--- config.mk ---
export PLATFORM = sky130hd
export DESIGN_NAME = field_merge_engine
export DESIGN_NICKNAME = d
export VERILOG_FILES = /design/src/rtl/fme_pkg.sv /design/src/rtl/fme_field_shaper.sv /design/src/rtl/fme_field_extract.sv /design/src/rtl/fme_seq.sv /design/src/rtl/field_merge_engine.sv
export SDC_FILE = /design/constraint.sdc
export NUM_CORES = 1
export LEC_CHECK = 0
export ABC_AREA = 1
export BUFFER_PORTS_ARGS = -buffer_cell sky130_fd_sc_hd__buf_2
export CAP_MARGIN = 30
export CORE_UTILIZATION = 60
export DETAILED_ROUTE_END_ITERATION = 6
export GPL_ROUTABILITY_DRIVEN = 0
export PLACE_DENSITY = 0.82
export SETUP_SLACK_MARGIN = 0.05
export SYNTH_ARGS = -nofsm -noshare
export SYNTH_HDL_FRONTEND = slang
export SYNTH_SLANG_ARGS = --single-unit
--- constraint.sdc ---
create_clock -name clk -period 4 [get_ports clk]
set_input_delay 0.6 -clock clk [delete_from_list [all_inputs] [get_ports clk]]
set_output_delay 0.6 -clock clk [all_outputs]
set_load 0.02 [all_outputs]
--- src/rtl/fme_pkg.sv ---
package fme_pkg;
  typedef enum logic [1:0] {
    OP_WR_MULTI  = 2'd0,
    OP_WR_SINGLE = 2'd1,
    OP_RD_MULTI  = 2'd2,
    OP_RD_ALT    = 2'd3
  } fme_op_e;

  typedef enum logic [1:0] {
    ST_IDLE  = 2'd0,
    ST_READ  = 2'd1,
    ST_WRITE = 2'd2
  } fme_state_e;
endpackage

--- src/rtl/fme_field_shaper.sv ---
module fme_field_shaper #(
  parameter int DATA_W = 16,
  parameter int POS_W  = 4,
  parameter int LEN_W  = 5
) (
  input  logic [POS_W-1:0]  lo,
  input  logic [LEN_W-1:0]  len,
  input  logic [DATA_W-1:0] val,
  output logic [DATA_W-1:0] mask,
  output logic [DATA_W-1:0] bits
);
  localparam int WIDE_W = 2 * DATA_W;

  logic [WIDE_W-1:0] ones_w;
  logic [WIDE_W-1:0] mask_w;
  logic [WIDE_W-1:0] val_w;

  always_comb begin
    ones_w = ~({WIDE_W{1'b1}} << len);
    mask_w = ones_w << lo;
    val_w  = {{DATA_W{1'b0}}, val} << lo;
    mask   = mask_w[DATA_W-1:0];
    bits   = val_w[DATA_W-1:0] & mask_w[DATA_W-1:0];
  end
endmodule

--- src/rtl/fme_field_extract.sv ---
module fme_field_extract #(
  parameter int DATA_W = 16,
  parameter int POS_W  = 4,
  parameter int LEN_W  = 5
) (
  input  logic [DATA_W-1:0] word,
  input  logic [POS_W-1:0]  lo,
  input  logic [LEN_W-1:0]  len,
  output logic [DATA_W-1:0] field
);
  localparam int WIDE_W = 2 * DATA_W;

  logic [WIDE_W-1:0] shifted;
  logic [WIDE_W-1:0] keep;
  logic [WIDE_W-1:0] picked;

  always_comb begin
    shifted = {{DATA_W{1'b0}}, word} >> lo;
    keep    = ~({WIDE_W{1'b1}} << len);
    picked  = shifted & keep;
    field   = picked[DATA_W-1:0];
  end
endmodule

--- src/rtl/fme_seq.sv ---
module fme_seq
  import fme_pkg::*;
(
  input  logic clk,
  input  logic rst,
  input  logic accept,
  input  logic acc_empty,
  input  logic acc_read,
  input  logic lat_write,
  input  logic bus_ack,
  output fme_state_e state,
  output logic finish,
  output logic read_ack
);
  fme_state_e state_n;

  always_comb begin
    state_n  = state;
    finish   = 1'b0;
    read_ack = 1'b0;
    unique case (state)
      ST_IDLE: begin
        if (accept) begin
          if (acc_empty)     finish  = 1'b1;
          else if (acc_read) state_n = ST_READ;
          else               state_n = ST_WRITE;
        end
      end
      ST_READ: begin
        if (bus_ack) begin
          read_ack = 1'b1;
          if (lat_write) state_n = ST_WRITE;
          else begin
            state_n = ST_IDLE;
            finish  = 1'b1;
          end
        end
      end
      ST_WRITE: begin
        if (bus_ack) begin
          state_n = ST_IDLE;
          finish  = 1'b1;
        end
      end
      default: state_n = ST_IDLE;
    endcase
  end

  always_ff @(posedge clk) begin
    if (rst) state <= ST_IDLE;
    else     state <= state_n;
  end
endmodule

--- src/rtl/field_merge_engine.sv ---
module field_merge_engine
  import fme_pkg::*;
#(
  parameter int DATA_W     = 16,
  parameter int REG_W      = 5,
  parameter int MAX_FIELDS = 4,
  parameter int POS_W      = $clog2(DATA_W),
  parameter int LEN_W      = $clog2(DATA_W) + 1,
  parameter int CNT_W      = $clog2(MAX_FIELDS + 1)
) (
  input  logic                           clk,
  input  logic                           rst,
  input  logic                           req_valid,
  input  logic [1:0]                     req_op,
  input  logic [CNT_W-1:0]               req_count,
  input  logic [MAX_FIELDS*REG_W-1:0]    req_reg,
  input  logic [MAX_FIELDS*POS_W-1:0]    req_lo,
  input  logic [MAX_FIELDS*LEN_W-1:0]    req_len,
  input  logic [MAX_FIELDS*DATA_W-1:0]   req_val,
  output logic                           busy,
  output logic                           done,
  output logic                           mismatch,
  output logic [MAX_FIELDS*DATA_W-1:0]   rd_fields,
  output logic                           bus_req,
  output logic                           bus_we,
  output logic [REG_W-1:0]               bus_addr,
  output logic [DATA_W-1:0]              bus_wdata,
  input  logic                           bus_ack,
  input  logic [DATA_W-1:0]              bus_rdata
);
  localparam logic [DATA_W-1:0] FULL     = {DATA_W{1'b1}};
  localparam logic [CNT_W-1:0]  CNT_MAX  = CNT_W'(MAX_FIELDS);

  fme_state_e state;
  logic finish, read_ack, accept;
  logic is_read_op, is_single;
  logic [CNT_W-1:0] eff_count;

  logic [DATA_W-1:0] f_mask [MAX_FIELDS];
  logic [DATA_W-1:0] f_bits [MAX_FIELDS];
  logic [DATA_W-1:0] f_out  [MAX_FIELDS];
  logic [MAX_FIELDS-1:0] f_act;
  logic [DATA_W-1:0] all_mask, all_bits;
  logic any_mism, acc_empty, acc_read;

  logic [REG_W-1:0]  reg_q;
  logic [DATA_W-1:0] mask_q, bits_q, word_q;
  logic              write_q;
  logic [MAX_FIELDS-1:0] act_q;
  logic [POS_W-1:0]  lo_q  [MAX_FIELDS];
  logic [LEN_W-1:0]  len_q [MAX_FIELDS];
  logic [DATA_W-1:0] src_word;

  assign is_read_op = req_op[1];
  assign is_single  = (req_op == OP_WR_SINGLE);
  assign accept     = req_valid && (state == ST_IDLE);

  always_comb begin
    if (is_single)                  eff_count = CNT_W'(1);
    else if (req_count > CNT_MAX)   eff_count = CNT_MAX;
    else                            eff_count = req_count;
  end

  genvar gi;
  generate
    for (gi = 0; gi < MAX_FIELDS; gi++) begin : g_lane
      assign f_act[gi] = (CNT_W'(gi) < eff_count);

      fme_field_shaper #(.DATA_W(DATA_W), .POS_W(POS_W), .LEN_W(LEN_W)) u_shape (
        .lo   (req_lo [gi*POS_W  +: POS_W]),
        .len  (req_len[gi*LEN_W  +: LEN_W]),
        .val  (req_val[gi*DATA_W +: DATA_W]),
        .mask (f_mask[gi]),
        .bits (f_bits[gi])
      );

      fme_field_extract #(.DATA_W(DATA_W), .POS_W(POS_W), .LEN_W(LEN_W)) u_pick (
        .word  (src_word),
        .lo    (lo_q[gi]),
        .len   (len_q[gi]),
        .field (f_out[gi])
      );

      always_ff @(posedge clk) begin
        if (rst) begin
          lo_q[gi]  <= '0;
          len_q[gi] <= '0;
          rd_fields[gi*DATA_W +: DATA_W] <= '0;
        end else begin
          if (accept) begin
            lo_q[gi]  <= req_lo [gi*POS_W +: POS_W];
            len_q[gi] <= req_len[gi*LEN_W +: LEN_W];
          end
          if (finish) begin
            if (state != ST_IDLE && act_q[gi])
              rd_fields[gi*DATA_W +: DATA_W] <= f_out[gi];
            else
              rd_fields[gi*DATA_W +: DATA_W] <= '0;
          end
        end
      end
    end
  endgenerate

  always_comb begin
    all_mask = '0;
    all_bits = '0;
    any_mism = 1'b0;
    for (int i = 0; i < MAX_FIELDS; i++) begin
      if (f_act[i]) begin
        all_mask = all_mask | f_mask[i];
        all_bits = all_bits | f_bits[i];
        if (i > 0 && req_reg[i*REG_W +: REG_W] != req_reg[REG_W-1:0])
          any_mism = 1'b1;
      end
    end
  end

  assign acc_empty = (eff_count == '0);
  assign acc_read  = is_read_op || is_single || (all_mask != FULL);

  fme_seq u_seq (
    .clk       (clk),
    .rst       (rst),
    .accept    (accept),
    .acc_empty (acc_empty),
    .acc_read  (acc_read),
    .lat_write (write_q),
    .bus_ack   (bus_ack),
    .state     (state),
    .finish    (finish),
    .read_ack  (read_ack)
  );

  assign src_word = (state == ST_READ) ? bus_rdata : word_q;

  always_ff @(posedge clk) begin
    if (rst) begin
      reg_q    <= '0;
      mask_q   <= '0;
      bits_q   <= '0;
      word_q   <= '0;
      write_q  <= 1'b0;
      act_q    <= '0;
      mismatch <= 1'b0;
      done     <= 1'b0;
    end else begin
      done <= finish;
      if (accept) begin
        reg_q    <= req_reg[REG_W-1:0];
        mask_q   <= all_mask;
        bits_q   <= all_bits;
        word_q   <= '0;
        write_q  <= !is_read_op;
        act_q    <= f_act;
        mismatch <= any_mism;
      end else if (read_ack) begin
        word_q <= bus_rdata;
      end
    end
  end

  assign busy      = (state != ST_IDLE);
  assign bus_req   = (state == ST_READ) || (state == ST_WRITE);
  assign bus_we    = (state == ST_WRITE);
  assign bus_addr  = reg_q;
  assign bus_wdata = (word_q & ~mask_q) | bits_q;
endmodule

==> results.ini, run 1 <==
[cts]
post_cts_buffers=0
clkTransAtPathRegs_ns=0.07
cts_num_sinks=162
cts_resized=0
clock_path_buffers=2
cts_buffers=17
cts_tree=done
htree_levels=4
clock_latency_ns=0.43
cts_root_buf=clkbuf_16
cts_hold_buf=0

[final_layout]
syn_to_final_growth_pct=10.7
seqCellArea_um2=3600
nFillCells=2202
drive_gt1_share_pct=12.5
nets=2744
num_antenna_cells=0
multi_input_area_um2=9440
post-route-util_pct=68.0

[sta]
timing.setup.tns_ns=0
report.final.setup_viol=0
rsz0062_at_grt=false
max_freq_ghz=0.345
max_slew_margin_pct=30.0
skew_ns=0.00901
final_hold_viol_count=0
worstMarginPinSlew_ns=1.05
slew_violations=0
finalCriticalPeriod_ns=2.90
post-route-period-util_pct=72.4

[synth]
synth_area_leader_cell=nand2_1
muxShareOfSynthArea_pct=1.38
synth_top_family_by_area=simple AND/OR/NAND/NOR gates
synth_commonest_cells=nand2_1 (720), nand3_1 (318), o21ai_0 (302)
synth_cell_types=53
synth_area_per_cell_um2=5.85
synth_area_leaders=nand2_1 (19%), dfxtp_1 (17%), nand3_1 (11%)
yosysMostFrequentCell=nand2_1
synth_edf_count=36
syn_inst=2478
synth_nets=2627
ys_warn_count=0
synthSimpleGateAreaFrac_pct=38.1
synth_top_area_share_pct=18.7
ys.flop_type=dfxtp_1
ys_async_sr_fraction_pct=0
synth_compound_area_share_pct=24.4
synth_area_um2=14500
synth.ff_latch_count=162
synth-xor-area-share_pct=0.907
synth_fa_ha_area_share_pct=0.345
yosysSeqAreaShare_pct=24.9

[worst_setup_path]
path_cells=ha_1, a21oi_1, o22ai_2, nand2_4, nor2_1, inv_1, a21oi_1, o211ai_1, a21oi_1
max_stage_delay_ns=0.51
cp_max_fo=71
endpoint_kind=flop
crit_type=flop to flop
critPathArrivalTime_ns=3.26
crit_buf_inv=1
cp-startpoint=u_seq.state[0]
r2r-end=rd_fields[35]
critPathMostFrequentCell=a21oi_1
worstPathRequired_ns=4.36
crit_family=compound AO/OA/AOI/OAI gates
ff2ff_setup_slack_ns=1.10
start_kind=flop
r2r-start=u_seq.state[0]
rr_worst_depth=9
crit_cells=9
slowest_stage=ha_1

[route]
drt_wl_total_um=50100
dr_total_vias=18100
drc_errors=8
vias_per_cell=6.18
dr.pass1.iters=7
drtAntennaViolNets=0
drt_iter0_markers=2336
wl_per_cell_um=17.1

[die]
io-pin-count=235
rows=56
fp.coreArea_um2=23600
die_h_um=157
die_area_um2=24800
start_util_pct=61.4
die_x_um=157

[grt]
grt_pass1_wl_um=78300
track_usage_pct=40.1
grt_max_degree=72
antenna_found_initial=0
grt-ovfl-total=0
first_global_vias=15500

[power_and_ir_drop]
power.density_nw_per_um2=462
p_total_mw=7.41
p_leak_nw=7.36
ir_drop_uv=410

[worst_hold_path]
min_from=req_op[1]
min_path_cells=2
whs_endpoint=write_q
worstHoldPathType=primary input to flop

[run_status]
status=finished with violations
violations=DRC

[place]
dp_hpwl_um=38200
portBuffers=234

[job]
cap_violations=0

[cells by family (layout without fill, tap and decap cells)]
| logic type | Yosys count | count (layout) |
|---|---|---|
| xor gates and xnor gates | 15 | 15 |
| muxes | 20 | 20 |
| and+or+nand+nor | 1304 | 1304 |
| buffers and inverters | 357 | 487 |
| DFF | 162 | 162 |
| adders and majority gates | 4 | 4 |
| AOI/OAI and AO/OA | 616 | 616 |
[power breakdown]
part | switching, mW | internal, mW | total [mW]
combinational | 2.58 | 1.01 | 3.58
sequential | 0.285 | 1.94 | 2.22
clock | 0.706 | 0.893 | 1.60
[worst reg2reg max path, cell delays in order (launching register included)]
cell      delay, ns
dfxtp_1        0.40
ha_1           0.51
a21oi_1        0.16
o22ai_2        0.20
nand2_4        0.45
nor2_1         0.42
inv_1          0.15
a21oi_1        0.22
o211ai_1       0.18
a21oi_1        0.15
[worst max-delay path by stage]
stage	to	slack (ns)
after detailed placement	bits_q[12]	1.01
after floorplan	len_q[0][0]	1.32
after global routing	rd_fields[38]	0.86
after CTS	rd_fields[35]	1.14
final	rd_fields[35]	1.10
after global placement	bits_q[12]	1.05
[final cells by class]
class | count | area share (%)
multi-input cells | 1959 | 58.9
flip-flops and latches | 162 | 22.5
repair buffers | 243 | 7.72
inverters | 212 | 4.96
clock buffers | 21 | 2.87
well taps | 319 | 2.49
clock inverters | 11 | 0.647
[cell usage in the layout, fill, tap and decap left out, drive strengths merged, types with 4 or more instances in the layout]
cell type and instances:
edfxtp 36, nand2 725, nor3 13, xor2 5
a22oi 8, o21ai 327, a221oi 5, nand3 318
dfxtp 126, clkinv 7, ha 4, o2111ai 14
o21bai 5, or2 4, nand4 34, clkinvlp 6
o221ai 8, nor2 205, o21a 20, o22ai 17
buf 243, o211ai 33, a31oi 7, a21oi 144
mux2i 20, inv 209, a22o 17, xnor2 10
clkbuf 21
[per-layer routing]
layer  part of all wire, %  global-route usage (%)
met5                     0                       0
met1                    38                    52.1
met2                    45                    64.0
met3                    12                    5.12
met4                   5.6                    22.7
[through the flow]
step / setup WS [ns] / cell area [um2] / cells / hold WS, ns
2_1_floorplan: 1.32 / 14500 / 2478 / 0.420
3_3_place_gp: 1.05 / 15500 / 2895 / 0.430
3_5_place_dp: 1.01 / 15500 / 2895 / 0.439
4_1_cts: 1.14 / 16000 / 2927 / 0.418
5_1_grt: 0.858 / 16000 / 2927 / 0.458
6_report: 1.10 / 16000 / 2927 / 0.432
[state kept, by name, summed over array words and instances (netlist names), 4 cells and up]
name	flops
len_q	20
rd_fields	64
mask_q	16
word_q	16
act_q	4
bits_q	16
lo_q	16
bus_addr	5
(Power assumes the default switching activity.)
==> run 2, diff against run 1 <==
- ABC_AREA: 1 -> 0
- CORE_UTILIZATION: 60 -> 53
- PLACE_DENSITY: 0.82 -> 0.77
- clock period: 4 -> 2.57 ns (I/O delays scaled with it)
==> results.ini, run 2 <==
[run_status]
status=finished with violations  ; unchanged
violations=DRC  ; unchanged

[die]
die_h_um=167  ; was 157 um
io-pin-count=235  ; unchanged
rows=60  ; was 56
fp.coreArea_um2=26800  ; was 23600 um2
start_util_pct=53.8  ; was 61.4%
die_x_um=167  ; was 157 um
die_area_um2=27900  ; was 24800 um2

[synth]
synth_area_um2=14400  ; was 14500 um2
synth_edf_count=36  ; unchanged
syn_inst=1904  ; was 2478
synth.ff_latch_count=162  ; unchanged
synth_nets=2053  ; was 2627
ys.flop_type=dfxtp_1  ; unchanged
synth_area_leader_cell=dfxtp_1  ; was nand2_1
synth_area_per_cell_um2=7.58  ; was 5.85 um2
synth_top_area_share_pct=17.5  ; was 18.7%
yosysMostFrequentCell=nand2_1  ; unchanged
yosysSeqAreaShare_pct=25.0  ; was 24.9%
ys_warn_count=0  ; unchanged
synth_commonest_cells=nand2_1 (244), nor2_1 (212), a21oi_1 (160)  ; was nand2_1 (720), nand3_1 (318), o21ai_0 (302)
synth_area_leaders=dfxtp_1 (17%), edfxtp_1 (7.5%), mux2i_1 (7.1%)  ; was nand2_1 (19%), dfxtp_1 (17%), nand3_1 (11%)
ys_async_sr_fraction_pct=0  ; unchanged
synth_cell_types=98  ; was 53

[worst_hold_path]
min_path_cells=3  ; was 2
worstHoldPathType=primary input to flop  ; unchanged

[sta]
slew_violations=0  ; unchanged
post-route-period-util_pct=97.3  ; was 72.4%
finalCriticalPeriod_ns=2.50  ; was 2.90 ns
worstMarginPinSlew_ns=0.859  ; was 1.05 ns
skew_ns=0.0141  ; was 0.00901 ns
rsz0062_at_grt=true  ; was false
final_hold_viol_count=0  ; unchanged
report.final.setup_viol=0  ; unchanged
max_freq_ghz=0.400  ; was 0.345 GHz
timing.final.ws_setup_ns=0.0691  ; was 1.10 ns
max_slew_margin_pct=42.1  ; was 30.0%

[cts]
clkTransAtPathRegs_ns=0.08  ; was 0.07 ns
cts_buffers=17  ; unchanged
clock_path_buffers=2  ; unchanged
clock_latency_ns=0.46  ; was 0.43 ns
htree_levels=4  ; unchanged
cts_num_sinks=162  ; unchanged
cts_tree=done  ; unchanged
cts_root_buf=clkbuf_16  ; unchanged

[final_layout]
mostFrequentLayoutCells=buf_4 (271), nand2_1 (243), buf_2 (233)  ; was nand2_1 (720), nand3_1 (318), o21ai_0 (302)
fin_area_um2=18300  ; was 16000 um2
largest_reg_flops=64  ; unchanged
syn_to_final_growth_pct=26.5  ; was 10.7%
drive_gt1_share_pct=30.1  ; was 12.5%
largestRegisters=rd_fields x64, len_q x20  ; unchanged
final_common_cell=buf_4  ; was nand2_1
regMostFlops=rd_fields  ; unchanged
nets=2417  ; was 2744

[route]
vias_per_cell=6.65  ; was 6.18
wl_per_cell_um=21.3  ; was 17.1 um
drtAntennaViolNets=0  ; unchanged
dr_total_vias=17500  ; was 18100
drc_errors=5  ; was 8
drt_wl_total_um=56000  ; was 50100 um
dr.pass1.iters=7  ; unchanged
drt_iter0_markers=2468  ; was 2336

[grt]
grt-ovfl-total=0  ; unchanged
grt_max_degree=76  ; was 72
first_global_vias=15600  ; was 15500
grt_pass1_wl_um=84800  ; was 78300 um
antenna_found_initial=2  ; was 0
track_usage_pct=38.6  ; was 40.1%

[worst_setup_path]
cp_max_fo=15  ; was 71
rr_worst_depth=10  ; was 9
endpoint_kind=flop  ; unchanged
critPathArrivalTime_ns=2.88  ; was 3.26 ns
crit_type=flop to flop  ; unchanged
start_kind=flop  ; unchanged
worstPathRequired_ns=2.95  ; was 4.36 ns

[place]
dpl_worst_slack_ns=-0.239  ; was 1.01 ns
dpl_cell_area_um2=17400  ; was 15500 um2
portBuffers=234  ; unchanged
dp_hpwl_um=42700  ; was 38200 um

[power_and_ir_drop]
p_leak_nw=7.62  ; was 7.36 nW
power.density_nw_per_um2=545  ; was 462 nW/um2
ir_drop_uv=363  ; was 410 uV

[job]
cap_violations=0  ; unchanged

## run 2: layer usage
| metal | part of all wire (%) | up-vias | track usage (%) |
|---|---|---|---|
| met5 | 0 | - | 0 |
| met2 | 44 | 1325 | 61.5 |
| met3 | 11 | 340 | 8.58 |
| met4 | 8.0 | 0 | 26.9 |
| met1 | 36 | 7992 | 46.4 |
| li1 | - | 7828 | - |
## run 2: critical path, cell delays in order (launching register included)
cell	delay, ns
dfxtp_2	0.34
inv_2	0.05
ha_4	0.19
buf_12	0.16
mux2i_1	0.17
buf_4	0.20
mux4_2	0.49
a211oi_2	0.24
a21oi_1	0.07
or3_1	0.37
a21oi_1	0.14
## run 2: where the power goes
part	switching (mW)	internal [mW]	total [mW]	leakage [nW]
combinational	2.46	1.69	4.15	5.90
sequential	0.310	2.83	3.14	1.41
clock	1.32	1.34	2.66	0.303
## run 2: kinds of logic (layout without fill, tap and decap cells)
family,Yosys count,after routing,share of synthesized area (%)
XOR/XNOR,15,15,0.911
buffers and inverters,212,589,6.36
AO/OA/AOI/OAI,624,624,28.9
flip-flops,162,162,25.0
multiplexers,175,175,15.5
other,0,6,0
AND/OR/NAND/NOR,709,709,22.8
adder cells (fa/ha/maj),7,7,0.564
## run 2: timing repair
action	4_1_cts	5_1_grt
gates resized for setup	11	47
pin swaps	5	8
gates cloned	0	2
setup endpoints to repair	15	53
hold buffers	0	0
setup buffers	1	5
## run 2: metrics by stage
| stage | instances | utilization (%) | power, mW | hold slack, ns | setup TNS, ns |
|---|---|---|---|---|---|
| 3_5_place_dp | 2582 | 64.8 | 6.98 | 0.443 | -1.42 |
| 3_3_place_gp | 2580 | 64.8 | 6.89 | 0.441 | -1.22 |
| 4_1_cts | 2615 | 67.3 | 9.63 | 0.176 | 0 |
| 6_report | 2628 | 68.1 | 9.95 | 0.174 | 0 |
| 5_1_grt | 2622 | 68.1 | 10.3 | 0.199 | -0.105 |
| 2_1_floorplan | 1904 | - | 5.49 | 0.437 | 0 |
## run 2: final cells by class
class | count | area [um2]
Antenna cell | 6 | 15.0
Clock buffer | 17 | 425
Clock inverter | 15 | 201
Fill cell | 2186 | 8540
Inverter | 43 | 161
Multi-Input combinational cell | 1530 | 10100
Sequential cell | 162 | 3610
Tap cell | 341 | 427
Timing Repair Buffer | 514 | 3350
## run 2: final timing paths
| check | to | slack, ns | startpoint |
|---|---|---|---|
| worst max-delay path | rd_fields[7] | 0.07 | u_seq.state[1] |
| worst min-delay path | word_q[15] | 0.17 | bus_rdata[15] |
| worst max register to register | rd_fields[7] | 0.07 | u_seq.state[1] |
| worst min register to register | rd_fields[9] | 0.45 | rd_fields[9] |
